===== config.mk =====
export PLATFORM = sky130hd
export DESIGN_NAME = tag_directory
export DESIGN_NICKNAME = d
export VERILOG_FILES = /design/src/rtl/tagdir_pkg.sv /design/src/rtl/tagdir_way_match.sv /design/src/rtl/tagdir_lru_ranks.sv /design/src/rtl/tag_directory.sv
export SDC_FILE = /design/constraint.sdc
export NUM_CORES = 1
export LEC_CHECK = 0
export BUFFER_PORTS_ARGS = -buffer_cell sky130_fd_sc_hd__buf_2
export CAP_MARGIN = 20
export CORE_MARGIN = 5
export CORE_UTILIZATION = 45
export CTS_CLUSTER_SIZE = 10
export DETAILED_ROUTE_END_ITERATION = 8
export HOLD_SLACK_MARGIN = 0.05
export MAX_ROUTING_LAYER = met4
export SYNTH_ARGS = -nofsm -noshare
export SYNTH_HDL_FRONTEND = slang
export SYNTH_HIERARCHICAL = 1
export SYNTH_SLANG_ARGS = --single-unit

===== constraint.sdc =====
create_clock -name clk -period 10.7 [get_ports clk]
set_clock_uncertainty 0.05 [all_clocks]
set_input_delay 2.14 -clock clk [delete_from_list [all_inputs] [get_ports clk]]
set_output_delay 2.14 -clock clk [all_outputs]
set_load 0.03 [all_outputs]

===== src/rtl/tagdir_pkg.sv =====
package tagdir_pkg;

  localparam int PERM_W = 3;

  typedef enum logic [PERM_W-1:0] {
    PERM_NOT_PRESENT = 3'd0,
    PERM_INVALID     = 3'd1,
    PERM_READ_ONLY   = 3'd2,
    PERM_READ_WRITE  = 3'd3,
    PERM_BUSY        = 3'd4
  } perm_e;

  typedef enum logic [3:0] {
    CMD_NOP      = 4'd0,
    CMD_LOOKUP   = 4'd1,
    CMD_AVAIL    = 4'd2,
    CMD_ALLOC    = 4'd3,
    CMD_DEALLOC  = 4'd4,
    CMD_PROBE    = 4'd5,
    CMD_TOUCH    = 4'd6,
    CMD_SETLOCK  = 4'd7,
    CMD_CLRLOCK  = 4'd8,
    CMD_TESTLOCK = 4'd9,
    CMD_SETPERM  = 4'd10,
    CMD_WAYINFO  = 4'd11
  } cmd_e;

endpackage


===== src/rtl/tagdir_way_match.sv =====
module tagdir_way_match
  import tagdir_pkg::*;
#(
  parameter int WAYS   = 4,
  parameter int ADDR_W = 16
) (
  input  logic [WAYS-1:0]                way_occ,
  input  logic [WAYS-1:0][PERM_W-1:0]    way_perm,
  input  logic [WAYS-1:0][ADDR_W-1:0]    way_tag,
  input  logic [ADDR_W-1:0]              probe_addr,
  output logic                           hit,
  output logic [WAYS-1:0]                hit_vec,
  output logic [$clog2(WAYS)-1:0]        hit_way,
  output logic                           free_any,
  output logic [$clog2(WAYS)-1:0]        free_way,
  output logic                           tag_seen
);

  localparam int WAY_W = $clog2(WAYS);

  logic [WAYS-1:0] tag_eq;
  logic [WAYS-1:0] free_vec;

  for (genvar w = 0; w < WAYS; w++) begin : g_way
    assign tag_eq[w]   = way_occ[w] && (way_tag[w] == probe_addr);
    assign hit_vec[w]  = tag_eq[w] && (way_perm[w] != PERM_NOT_PRESENT);
    assign free_vec[w] = !way_occ[w] || (way_perm[w] == PERM_NOT_PRESENT);
  end

  assign hit      = |hit_vec;
  assign free_any = |free_vec;
  assign tag_seen = |tag_eq;

  // downward scan so the lowest-numbered way wins
  always_comb begin
    hit_way  = '0;
    free_way = '0;
    for (int w = WAYS - 1; w >= 0; w--) begin
      if (hit_vec[w])  hit_way  = WAY_W'(w);
      if (free_vec[w]) free_way = WAY_W'(w);
    end
  end

endmodule


===== src/rtl/tagdir_lru_ranks.sv =====
module tagdir_lru_ranks #(
  parameter int SETS = 4,
  parameter int WAYS = 4
) (
  input  logic                      clk,
  input  logic                      rst_n,
  input  logic                      touch_en,
  input  logic [$clog2(SETS)-1:0]   touch_set,
  input  logic [$clog2(WAYS)-1:0]   touch_way,
  input  logic [$clog2(SETS)-1:0]   rd_set,
  output logic [$clog2(WAYS)-1:0]   victim_way
);

  localparam int SET_W = $clog2(SETS);
  localparam int WAY_W = $clog2(WAYS);
  localparam logic [WAY_W-1:0] OLDEST = WAY_W'(WAYS - 1);

  logic [SETS-1:0][WAYS-1:0] oldest_all;

  for (genvar s = 0; s < SETS; s++) begin : g_set
    logic [WAYS-1:0][WAY_W-1:0] rank_q;
    logic [WAYS-1:0][WAY_W-1:0] rank_d;
    logic                       set_en;

    assign set_en = touch_en && (touch_set == SET_W'(s));

    // rank 0 is most recent; younger-than-touched ways age by one
    always_comb begin
      rank_d = rank_q;
      for (int w = 0; w < WAYS; w++) begin
        if (touch_way == WAY_W'(w)) begin
          rank_d[w] = '0;
        end else if (rank_q[w] < rank_q[touch_way]) begin
          rank_d[w] = rank_q[w] + 1'b1;
        end
      end
    end

    always_ff @(posedge clk or negedge rst_n) begin
      if (!rst_n) begin
        for (int w = 0; w < WAYS; w++) rank_q[w] <= WAY_W'(w);
      end else if (set_en) begin
        rank_q <= rank_d;
      end
    end

    for (genvar w = 0; w < WAYS; w++) begin : g_old
      assign oldest_all[s][w] = (rank_q[w] == OLDEST);
    end


    one_oldest_chk: assert property (@(posedge clk) disable iff (!rst_n)
      $countones(oldest_all[s]) == 1);
  end

  always_comb begin
    victim_way = '0;
    for (int w = 0; w < WAYS; w++) begin
      if (oldest_all[rd_set][w]) victim_way = WAY_W'(w);
    end
  end

endmodule


===== src/rtl/tag_directory.sv =====
module tag_directory
  import tagdir_pkg::*;
#(
  parameter int ADDR_W = 16,
  parameter int SETS   = 4,
  parameter int WAYS   = 4,
  parameter int IDX_LO = 2,
  parameter int CTX_W  = 4
) (
  input  logic                      clk,
  input  logic                      rst_n,
  input  logic                      req_valid,
  input  logic [3:0]                req_cmd,
  input  logic [ADDR_W-1:0]         req_addr,
  input  logic [CTX_W-1:0]          req_ctx,
  input  logic                      req_touch,
  input  logic [2:0]                req_perm,
  input  logic [$clog2(WAYS)-1:0]   req_way,
  output logic                      rsp_valid,
  output logic                      rsp_ok,
  output logic                      rsp_err,
  output logic [$clog2(WAYS)-1:0]   rsp_way,
  output logic [ADDR_W-1:0]         rsp_addr,
  output logic [2:0]                rsp_perm,
  output logic                      rsp_invalid,
  output logic                      rsp_not_busy
);

  localparam int SET_W = $clog2(SETS);
  localparam int WAY_W = $clog2(WAYS);

  typedef struct packed {
    logic              occ;
    logic [PERM_W-1:0] perm;
    logic [CTX_W-1:0]  lock;
    logic [ADDR_W-1:0] tag;
  } entry_t;

  typedef struct packed {
    logic              valid;
    logic              ok;
    logic              err;
    logic [WAY_W-1:0]  way;
    logic [ADDR_W-1:0] addr;
    logic [PERM_W-1:0] perm;
    logic              inv;
    logic              nb;
  } rsp_t;

  localparam int ENT_W = $bits(entry_t);
  localparam logic [CTX_W-1:0] NO_OWNER = {CTX_W{1'b1}};
  localparam entry_t EMPTY_ENT = '{occ: 1'b0, perm: PERM_NOT_PRESENT,
                                   lock: {CTX_W{1'b1}}, tag: {ADDR_W{1'b0}}};

  entry_t ent_q [SETS][WAYS];
  entry_t ent_d;
  logic   ent_we;
  logic [WAY_W-1:0] ent_way;

  rsp_t rsp_q, rsp_d;

  cmd_e             cmd;
  logic [SET_W-1:0] req_set;

  logic [WAYS-1:0]              sel_occ;
  logic [WAYS-1:0][PERM_W-1:0]  sel_perm;
  logic [WAYS-1:0][ADDR_W-1:0]  sel_tag;

  logic             m_hit, m_free_any, m_tag_seen, avail;
  logic [WAYS-1:0]  m_hit_vec;
  logic [WAY_W-1:0] m_hit_way, m_free_way, lru_victim;
  logic             lru_touch;
  logic [WAY_W-1:0] lru_way;
  entry_t           hit_ent;

  assign cmd     = cmd_e'(req_cmd);
  assign req_set = req_addr[IDX_LO +: SET_W];

  always_comb begin
    for (int w = 0; w < WAYS; w++) begin
      sel_occ[w]  = ent_q[req_set][w].occ;
      sel_perm[w] = ent_q[req_set][w].perm;
      sel_tag[w]  = ent_q[req_set][w].tag;
    end
  end

  tagdir_way_match #(.WAYS(WAYS), .ADDR_W(ADDR_W)) u_match (
    .way_occ    (sel_occ),
    .way_perm   (sel_perm),
    .way_tag    (sel_tag),
    .probe_addr (req_addr),
    .hit        (m_hit),
    .hit_vec    (m_hit_vec),
    .hit_way    (m_hit_way),
    .free_any   (m_free_any),
    .free_way   (m_free_way),
    .tag_seen   (m_tag_seen)
  );

  tagdir_lru_ranks #(.SETS(SETS), .WAYS(WAYS)) u_lru (
    .clk        (clk),
    .rst_n      (rst_n),
    .touch_en   (lru_touch),
    .touch_set  (req_set),
    .touch_way  (lru_way),
    .rd_set     (req_set),
    .victim_way (lru_victim)
  );

  assign avail   = m_free_any || m_tag_seen;
  assign hit_ent = ent_q[req_set][m_hit_way];

  // ---------------- command decode / next state ----------------
  always_comb begin
    ent_we    = 1'b0;
    ent_way   = m_hit_way;
    ent_d     = hit_ent;
    lru_touch = 1'b0;
    lru_way   = m_hit_way;
    rsp_d     = '0;
    rsp_d.valid = req_valid;
    if (req_valid) begin
      unique case (cmd)
        CMD_LOOKUP: begin
          rsp_d.ok = m_hit;
          if (m_hit) begin
            rsp_d.way  = m_hit_way;
            rsp_d.addr = hit_ent.tag;
            rsp_d.perm = hit_ent.perm;
          end
        end
        CMD_AVAIL: rsp_d.ok = avail;
        CMD_ALLOC: begin
          if (!m_hit && m_free_any) begin
            ent_we     = 1'b1;
            ent_way    = m_free_way;
            ent_d      = '{occ: 1'b1, perm: PERM_INVALID, lock: NO_OWNER, tag: req_addr};
            lru_touch  = req_touch;
            lru_way    = m_free_way;
            rsp_d.ok   = 1'b1;
            rsp_d.way  = m_free_way;
          end else begin
            rsp_d.err  = 1'b1;
          end
        end
        CMD_DEALLOC: begin
          if (m_hit) begin
            ent_we    = 1'b1;
            ent_d     = '{occ: 1'b0, perm: PERM_NOT_PRESENT, lock: NO_OWNER, tag: hit_ent.tag};
            rsp_d.ok  = 1'b1;
            rsp_d.way = m_hit_way;
          end else begin
            rsp_d.err = 1'b1;
          end
        end
        CMD_PROBE: begin
          if (!avail) begin
            rsp_d.ok   = 1'b1;
            rsp_d.way  = lru_victim;
            rsp_d.addr = ent_q[req_set][lru_victim].tag;
          end else begin
            rsp_d.err  = 1'b1;
          end
        end
        CMD_TOUCH: begin
          lru_touch = m_hit;
          rsp_d.ok  = m_hit;
          if (m_hit) rsp_d.way = m_hit_way;
        end
        CMD_SETLOCK, CMD_CLRLOCK, CMD_SETPERM: begin
          if (m_hit) begin
            ent_we    = 1'b1;
            if (cmd == CMD_SETLOCK)      ent_d.lock = req_ctx;
            else if (cmd == CMD_CLRLOCK) ent_d.lock = NO_OWNER;
            else                         ent_d.perm = req_perm;
            rsp_d.ok  = 1'b1;
            rsp_d.way = m_hit_way;
          end else begin
            rsp_d.err = 1'b1;
          end
        end
        CMD_TESTLOCK: begin
          if (m_hit) begin
            rsp_d.ok  = (hit_ent.lock == req_ctx);
            rsp_d.way = m_hit_way;
          end else begin
            rsp_d.err = 1'b1;
          end
        end
        CMD_WAYINFO: begin
          rsp_d.ok   = ent_q[req_set][req_way].occ;
          rsp_d.way  = req_way;
          rsp_d.addr = ent_q[req_set][req_way].occ ? ent_q[req_set][req_way].tag : '0;
          rsp_d.perm = ent_q[req_set][req_way].perm;
          rsp_d.inv  = (ent_q[req_set][req_way].perm == PERM_INVALID);
          rsp_d.nb   = (ent_q[req_set][req_way].perm != PERM_BUSY);
        end
        default: ;
      endcase
    end
  end

  // ---------------- registers ----------------
  always_ff @(posedge clk or negedge rst_n) begin
    if (!rst_n) begin
      for (int s = 0; s < SETS; s++)
        for (int w = 0; w < WAYS; w++)
          ent_q[s][w] <= EMPTY_ENT;
    end else if (ent_we) begin
      ent_q[req_set][ent_way] <= ent_d;
    end
  end

  always_ff @(posedge clk or negedge rst_n) begin
    if (!rst_n) rsp_q <= '0;
    else        rsp_q <= rsp_d;
  end

  assign rsp_valid    = rsp_q.valid;
  assign rsp_ok       = rsp_q.ok;
  assign rsp_err      = rsp_q.err;
  assign rsp_way      = rsp_q.way;
  assign rsp_addr     = rsp_q.addr;
  assign rsp_perm     = rsp_q.perm;
  assign rsp_invalid  = rsp_q.inv;
  assign rsp_not_busy = rsp_q.nb;

  // ---------------- assertions ----------------
  logic [SETS*WAYS*ENT_W-1:0] ent_flat;
  always_comb begin
    for (int s = 0; s < SETS; s++)
      for (int w = 0; w < WAYS; w++)
        ent_flat[(s*WAYS+w)*ENT_W +: ENT_W] = ent_q[s][w];
  end


  single_hit_chk: assert property (@(posedge clk) disable iff (!rst_n)
    $onehot0(m_hit_vec));


  alloc_init_chk: assert property (@(posedge clk) disable iff (!rst_n)
    (rsp_valid && rsp_ok && $past(req_cmd) == CMD_ALLOC) |->
      (ent_q[$past(req_set)][rsp_way].perm == PERM_INVALID &&
       ent_q[$past(req_set)][rsp_way].lock == NO_OWNER &&
       ent_q[$past(req_set)][rsp_way].occ));


  dealloc_empty_chk: assert property (@(posedge clk) disable iff (!rst_n)
    (rsp_valid && rsp_ok && $past(req_cmd) == CMD_DEALLOC) |->
      !ent_q[$past(req_set)][rsp_way].occ);


  err_keeps_state_chk: assert property (@(posedge clk) disable iff (!rst_n)
    rsp_err |-> ($stable(ent_flat) && !rsp_ok));


  idle_quiet_chk: assert property (@(posedge clk) disable iff (!rst_n)
    !rsp_valid |-> (!rsp_ok && !rsp_err && rsp_addr == '0));

endmodule


### Word-level counts from Yosys, hierarchy flattened

Index checks and enable logic that the tools add are counted.

* register bits: 442
* input port bits: 33
* output and inout port bits: 26
* word-level logic and storage cells: 357

* $add $sub $neg: 16
* $lt $le $gt $ge: 25
* equal/unequal tests: 40
* muxes and demuxes: 108
* bitwise operators: 5
* reductions and logical operators: 75

Operators by type and width (number)
* 384-bit bitwise mux: 1
* 96-bit two-way mux: 3
* 96-bit binary-select mux with 2-bit select: 1
* 96-bit demux with 2-bit select: 1
* 24-bit two-way mux: 8
* 24-bit binary-select mux with 2-bit select: 3
* 2-bit two-way mux: 52
* 16-bit == test: 4
* 24-bit demux with 2-bit select: 1
* 16-bit two-way mux: 3
* 16-bit case mux with 3 select lines: 1
* 2-bit == test, second input constant: 20
* 2-bit by 1-bit adder with 2-bit output, second input constant: 16
* 2-bit less-than comparator: 16
* 16-bit case mux with 2 select lines: 1
* 2-bit AND reduction: 16
* 2-bit nonzero test: 16
* 25-bit two-way mux: 1
* 21-bit two-way mux: 1
* 7-bit case mux with 3 select lines: 1
* 18-bit two-way mux: 1
* 2-bit binary-select mux with 2-bit select: 4
* 4-bit by 3-bit == test with 1-bit output, second input constant: 4
* 4-bit == test, second input constant: 4
* 31 further kinds: 90

### Longest topological paths before layout

Gate-level depths: netlist of run 1.

* word-level depth: 22
* gate-level depth with buffers: 25
* depth with buffers taken out: 17

### Cells and area by module

The synthesis of run 1 kept the hierarchy.

By module, submodules not included
* tag_directory: times used 1, cells each 1762, area an instance 19937.9 um^2, seq. area each 10339.9 um^2
* tagdir_lru_ranks: times used 1, cells each 289, area an instance 2758.9 um^2, seq. area each 820.8 um^2
* tagdir_way_match: times used 1, cells each 129, area an instance 979.7 um^2, seq. area each 0.0 um^2

### Worst setup path after synthesis of run 1

No wires, ideal clock.

* kind: input-to-reg
* from: input req_addr[2]
* to: register u_lru/g_set[2].rank_q[1] in the netlist's numbering
* arrival: 7.110 ns
* required time: 10.567 ns
* slack: 3.457 ns
* stages on the path: 23
* path buffers: 7
* cell sequence: buf_6 > buf_12 > buf_2 > mux4_2 > inv_1 > o221ai_2 > or4_4 > a2bb2oi_1 > nand3b_1 > nor2b_1 > and3_1 > clkbuf_1 > o21ai_0 > buf_6 > buf_12 > buf_2 > mux4_2 > inv_1 > ha_1 > or3b_2 > nor3_1 > a21oi_1 > o21ai_0

RTL lines
* from (decl): line tag_directory.sv:14 `input logic [ADDR_W-1:0] req_addr,`
* to (signal assigned): line tagdir_lru_ranks.sv:43 `rank_q <= rank_d;`
* to (decl): line tagdir_lru_ranks.sv:21 `logic [WAYS-1:0][WAY_W-1:0] rank_q;`

==> results of run 1 <==
## worst min path at each step
stage	end	cells after the start
floorplan	ent_flat[138]	2
global placement	ent_flat[140]	2
detailed placement	ent_flat[138]	2
CTS	ent_flat[138]	2
global route	ent_flat[16]	2
finish	ent_flat[138]	2
## flip-flops by register name, summed over array words and instances (netlist names), 2 cells and up
signal,cells
rsp_perm,3
rsp_addr,16
rsp_way,2
ent_flat,384
u_lru/g_set.rank_q,32
## final cells by class
cell class	count	area (um^2)
clock buffers	78	1470
well taps	688	861
repair buffers	106	694
clock inverters	5	82.6
flip-flops and latches	442	11200
inverters	16	60.1
fillers	4670	26300
multi-input cells	1552	11700
## per-layer routing
metal / global-route usage / vias up / share of wire
li1: - / 7878 / -
met1: 0.348 / 8901 / 0.44
met2: 0.383 / 570 / 0.48
met3: 0.0318 / 132 / 0.058
met4: 0.0707 / 0 / 0.028
met5: - / - / 0
## through the flow
step | power, mW | hold WS, ns | worst slack [ns] | cells
finish | 3.76 | 0.415 | 2.49 | 2887
global route | 3.90 | 0.443 | 2.06 | 2887
CTS | 3.80 | 0.420 | 2.60 | 2886
detailed placement | 2.12 | 0.412 | 1.95 | 2803
global placement | 2.12 | 0.404 | 2.05 | 2803
floorplan | 2.02 | 0.389 | 3.47 | 2178
## worst max-delay path, cell delays in order
cell and delay (ns):
buf_6 0.55, buf_12 0.43, mux4_2 0.61, xor2_1 0.31, nor4_1 0.12, nand4bb_1 0.15
a2bb2oi_1 0.27, nand3b_1 0.60, nor2b_1 0.60, and3_1 0.54, nand2_1 0.13, o21ai_2 0.13
buf_4 0.35, mux4_2 0.54, inv_1 0.14, ha_1 0.26, nor3b_1 0.26, o21ai_0 0.15
a32o_1 0.24
## report_power, final
group,switching (mW),internal (mW),total [mW]
Clock,0.678,0.983,1.66
Combinational,0.223,0.130,0.353
Sequential,0.0244,1.72,1.74
Total,0.925,2.83,3.76
## cells in the final DEF, fill, tap and decap left out, types with 16 or more instances in the layout
cell type / n
a21oi_1: 186
a22oi_1: 22
buf_2: 55
buf_4: 47
clkbuf_1: 20
clkbuf_16: 53
dfrtp_1: 362
dfstp_2: 80
ha_1: 28
inv_1: 16
mux2i_1: 16
mux4_2: 143
nand2_1: 319
nand3_1: 20
nor2_1: 179
o21ai_0: 211
o21ai_1: 49
xnor2_1: 54
==> results_dict.tcl, run 1 <==
set metrics [dict create \
    ant_nets 0 \
    synthesis.nets 2239 \
    setup_violations 0 \
    crit_path_start_kind "input pin" \
    cts_tree "done" \
    gp_congestion 0.927 \
    port_buffers 58 \
    overflow 0 \
    dieArea_um2 57300 \
    core_area_um2 52300 \
    syn-cell-area_um2 23700 \
    hpwl_um 44600 \
    syn_to_final_growth_pct 9.93 \
    drc 0 \
    diodes 0 \
    finalCritPeriodShare 0.768 \
    maxCapViolations 0 \
    fmax_mhz 122 \
    routed_wl_um 68600 \
    ios 59 \
    cp.required_ns 11.15 \
    first_pass_iters 5 \
    drt_iter0_drc 1482 \
    syn_inst 2178 \
    clk_pin_slew_ns 0.06 \
    worstRegToRegCells 16 \
    crit_fanout 56 \
    die_height_um 239 \
    min_from "ent_flat[138]" \
    grt_start_max_net_pins 194 \
    dr_total_vias 17500 \
    cp_data_arrival_time_ns 8.67 \
    initial_core_util 0.452 \
    reg2reg_to "u_lru/g_set[3].rank_q[1]" \
    synth_area_per_cell_um2 10.9 \
    holdCritPathClass "flip-flop to flip-flop" \
    critPathKind "input pin to flip-flop" \
    post-route-util 0.497 \
    cp-startpoint "req_addr[2]" \
    placed_area_um2 24500 \
    tightest_slew_ns 1.07 \
    htree_num_levels 2 \
    r2r_start "ent_flat[164]" \
    route.detailed.vias_per_inst 6.06 \
    post-route-min-period_ns 8.21 \
    ir_drop_mv 0.100 \
    clockBufferDepth 3 \
    yosys_warnings 6 \
    hold_viol 0 \
    grt_pass1_vias 17200 \
    p_per_area_nw_per_um2 144 \
    postLayoutCellArea_um2 26000 \
    cts_buffers 52 \
    cts-root-buf "clkbuf_16" \
    routedWlPerCell_um 23.8 \
    cp-end-kind "flip-flop" \
    grt_setup_unrepaired "no" \
    r2r_slack_ns 4.73 \
    nNetsFinal 2231 \
    ctsResizeCount 0 \
    post_cts_buffers 0 \
    grt_pass1_wl_um 106000 \
    relSlewSlack 0.286 \
    clock_sinks 442 \
    drive_gt1_frac 0.217 \
    grtUsageTotal 0.247 \
    grt_antenna_before_repair 2 \
    slew_viol_final 0 \
    critPathCapture "u_lru/g_set[3].rank_q[1]" \
    setup-tns-final_ns 0 \
    fp-row-count 84 \
    ctsHoldBuffers 0 \
    p_leak_nw 10.6 \
    die_x_um 239 \
    insertion_delay_ns 0.62 \
    outcome "completed" \
]
Power figures use the tool's default switching activity.
==> inputs of run 2 (changes only) <==
- clock period: 10.7 -> 8 ns (I/O delays scaled with it)
==> run 2 against run 1 <==
- critical path depth stayed put
- first-iteration DRC count grew 23%
- critical endpoint is now u_lru/g_set[1].rank_q[1]
- global-route usage rose by 0.43 points
- largest power group unchanged
- cell count grew 0.69%
- via count up 0.24%
- total power up 35%
- die area did not move
- register-to-register slack got worse by 2.2 ns
==> results_dict.tcl, run 2 (synthesized netlist as in run 1, its figures left out) <==
set metrics [dict create \
    die_height_um 239 \
    final.fill_count 4657 \
    grtUsageTotal 0.252 \
    post-route-min-period_ns 6.96 \
    finalCritPeriodShare 0.870 \
    cp_top_family "simple AND/OR/NAND/NOR gates" \
    grt_antenna_before_repair 5 \
    slew_viol_final 0 \
    critPathKind "input pin to flip-flop" \
    p_leak_nw 10.7 \
    clockBufferDepth 3 \
    cts-root-buf "clkbuf_16" \
    dr_total_vias 17500 \
    layout_common_cells "dfrtp_1, nand2_1, o21ai_0, a21oi_1, nor2_1" \
    nNetsFinal 2247 \
    layout.cells.non_filler 2907 \
    grt_pass1_wl_um 107000 \
    worst_hold_slack_ns 0.416 \
    grt_setup_unrepaired "no" \
    drt_iter0_drc 1820 \
    post_cts_buffers 0 \
    setup_violations 0 \
    drc 0 \
    gp_congestion 0.929 \
    post-route-util 0.502 \
    ios 59 \
    cp_data_arrival_time_ns 7.36 \
    hpwl_um 46000 \
    largest_reg_flops 384 \
    hold_viol 0 \
    ant_nets 0 \
    critPathMaxStageDelay_ns 0.65 \
    drive_gt1_frac 0.224 \
    initial_core_util 0.452 \
    path_cells "buf_6, buf_4, mux4_2, xnor2_1, nand4_1, nor4_1, nand4_1, nand3b_1, nor2b_1, and3_1, o21ai_2, buf_4, mux4_2, inv_1, ha_1, nor3b_1, o211ai_1, nand2_1, o21ai_0" \
    relSlewSlack 0.237 \
    ctsHoldBuffers 0 \
    dieArea_um2 57300 \
    worst-path-buf-inv 4 \
    first_pass_iters 6 \
    routedWlPerCell_um 24.1 \
    fmax_mhz 144 \
    fp-row-count 84 \
    cp.required_ns 8.41 \
    crit_fanout 46 \
    grt_start_max_net_pins 156 \
    holdCritPathClass "flip-flop to flip-flop" \
    clk_pin_slew_ns 0.06 \
    tightest_slew_ns 1.14 \
    cts_tree "done" \
    htree_num_levels 2 \
    port_buffers 58 \
    die_x_um 239 \
    crit_path_start_kind "input pin" \
    final_common_cell "dfrtp_1" \
    insertion_delay_ns 0.60 \
    grt_pass1_vias 17200 \
    core_area_um2 52300 \
    syn_to_final_growth_pct 11.0 \
    ctsResizeCount 0 \
    dp.cells 2818 \
    slowest_stage "o21ai_2" \
    cp-end-kind "flip-flop" \
    cts_buffers 53 \
    overflow 0 \
    postLayoutCellArea_um2 26300 \
    route.detailed.vias_per_inst 6.03 \
    ir_drop_mv 0.159 \
    setup-tns-final_ns 0 \
    maxCapViolations 0 \
    p_per_area_nw_per_um2 193 \
    clock_sinks 442 \
    placed_area_um2 24700 \
    routed_wl_um 70000 \
    outcome "completed" \
]
[run 2: changes by cell type in the layout (fill, tap and decap cells not counted), moves of 2 or more]
cell,change
clkbuf_8,+2
diode_2,+4
o21ai_2,-2
buf_12,+6
inv_6,-2
clkbuf_1,-3
clkinv_2,+3
buf_4,+8
o21ai_4,+2
[run 2: layer usage]
layer	part of all wire	up-vias	GRT usage	routed length [um]
li1	-	7922	-	-
met1	0.43	8778	0.346	29800
met2	0.46	665	0.382	32200
met3	0.079	158	0.0474	5560
met4	0.035	0	0.0842	2420
met5	0	-	-	0
[run 2: path summary, 6_finish.rpt]
check / slack [ns] / endpoint / start / cells after the start
setup / recovery: 1.04 / u_lru/g_set[1].rank_q[1] / req_addr[2] / 19
hold / removal: 0.42 / ent_flat[138] / ent_flat[138] / 2
setup reg to reg: 2.58 / u_lru/g_set[1].rank_q[1] / ent_flat[102] / 17
min in group asynchronous: 0.88 / u_lru/g_set[0].rank_q[0] / rst_n / 1
max in group asynchronous: 5.74 / ent_flat[176] / rst_n / 2
hold reg to reg: 0.42 / ent_flat[138] / ent_flat[138] / 2
[run 2: through the flow]
stage	total power [mW]	setup slack (ns)
final	5.07	1.04
after global routing	5.26	0.741
after CTS	5.11	1.17
after detailed placement	2.85	0.516
after global placement	2.84	0.625
after floorplan	2.70	1.31
[run 2: final cells by class]
cell class              instances  area, um^2  area share
multi-input cells            1552       11700       0.445
flip-flops and latches        442       11200       0.425
clock buffers                  78        1510      0.0575
repair buffers                121         902      0.0343
well taps                     688         861      0.0328
clock inverters                 6        66.3     0.00252
inverters                      16        60.1     0.00229
diodes                          4        10.0    0.000381
[run 2: worst min-delay path: cells and delay by family (launching register included)]
family,cells,cell delay (ns)
compound gates,1,0.05
buf+inv,1,0.04
flops,1,0.37
[run 2: report_power, final]
group / total (mW) / switching, mW / leakage [nW] / internal [mW]
clock: 2.25 / 0.934 / 0.773 / 1.32
sequential: 2.33 / 0.0329 / 5.84 / 2.30
combinational: 0.482 / 0.301 / 4.14 / 0.181
total: 5.07 / 1.27 / 10.7 / 3.80
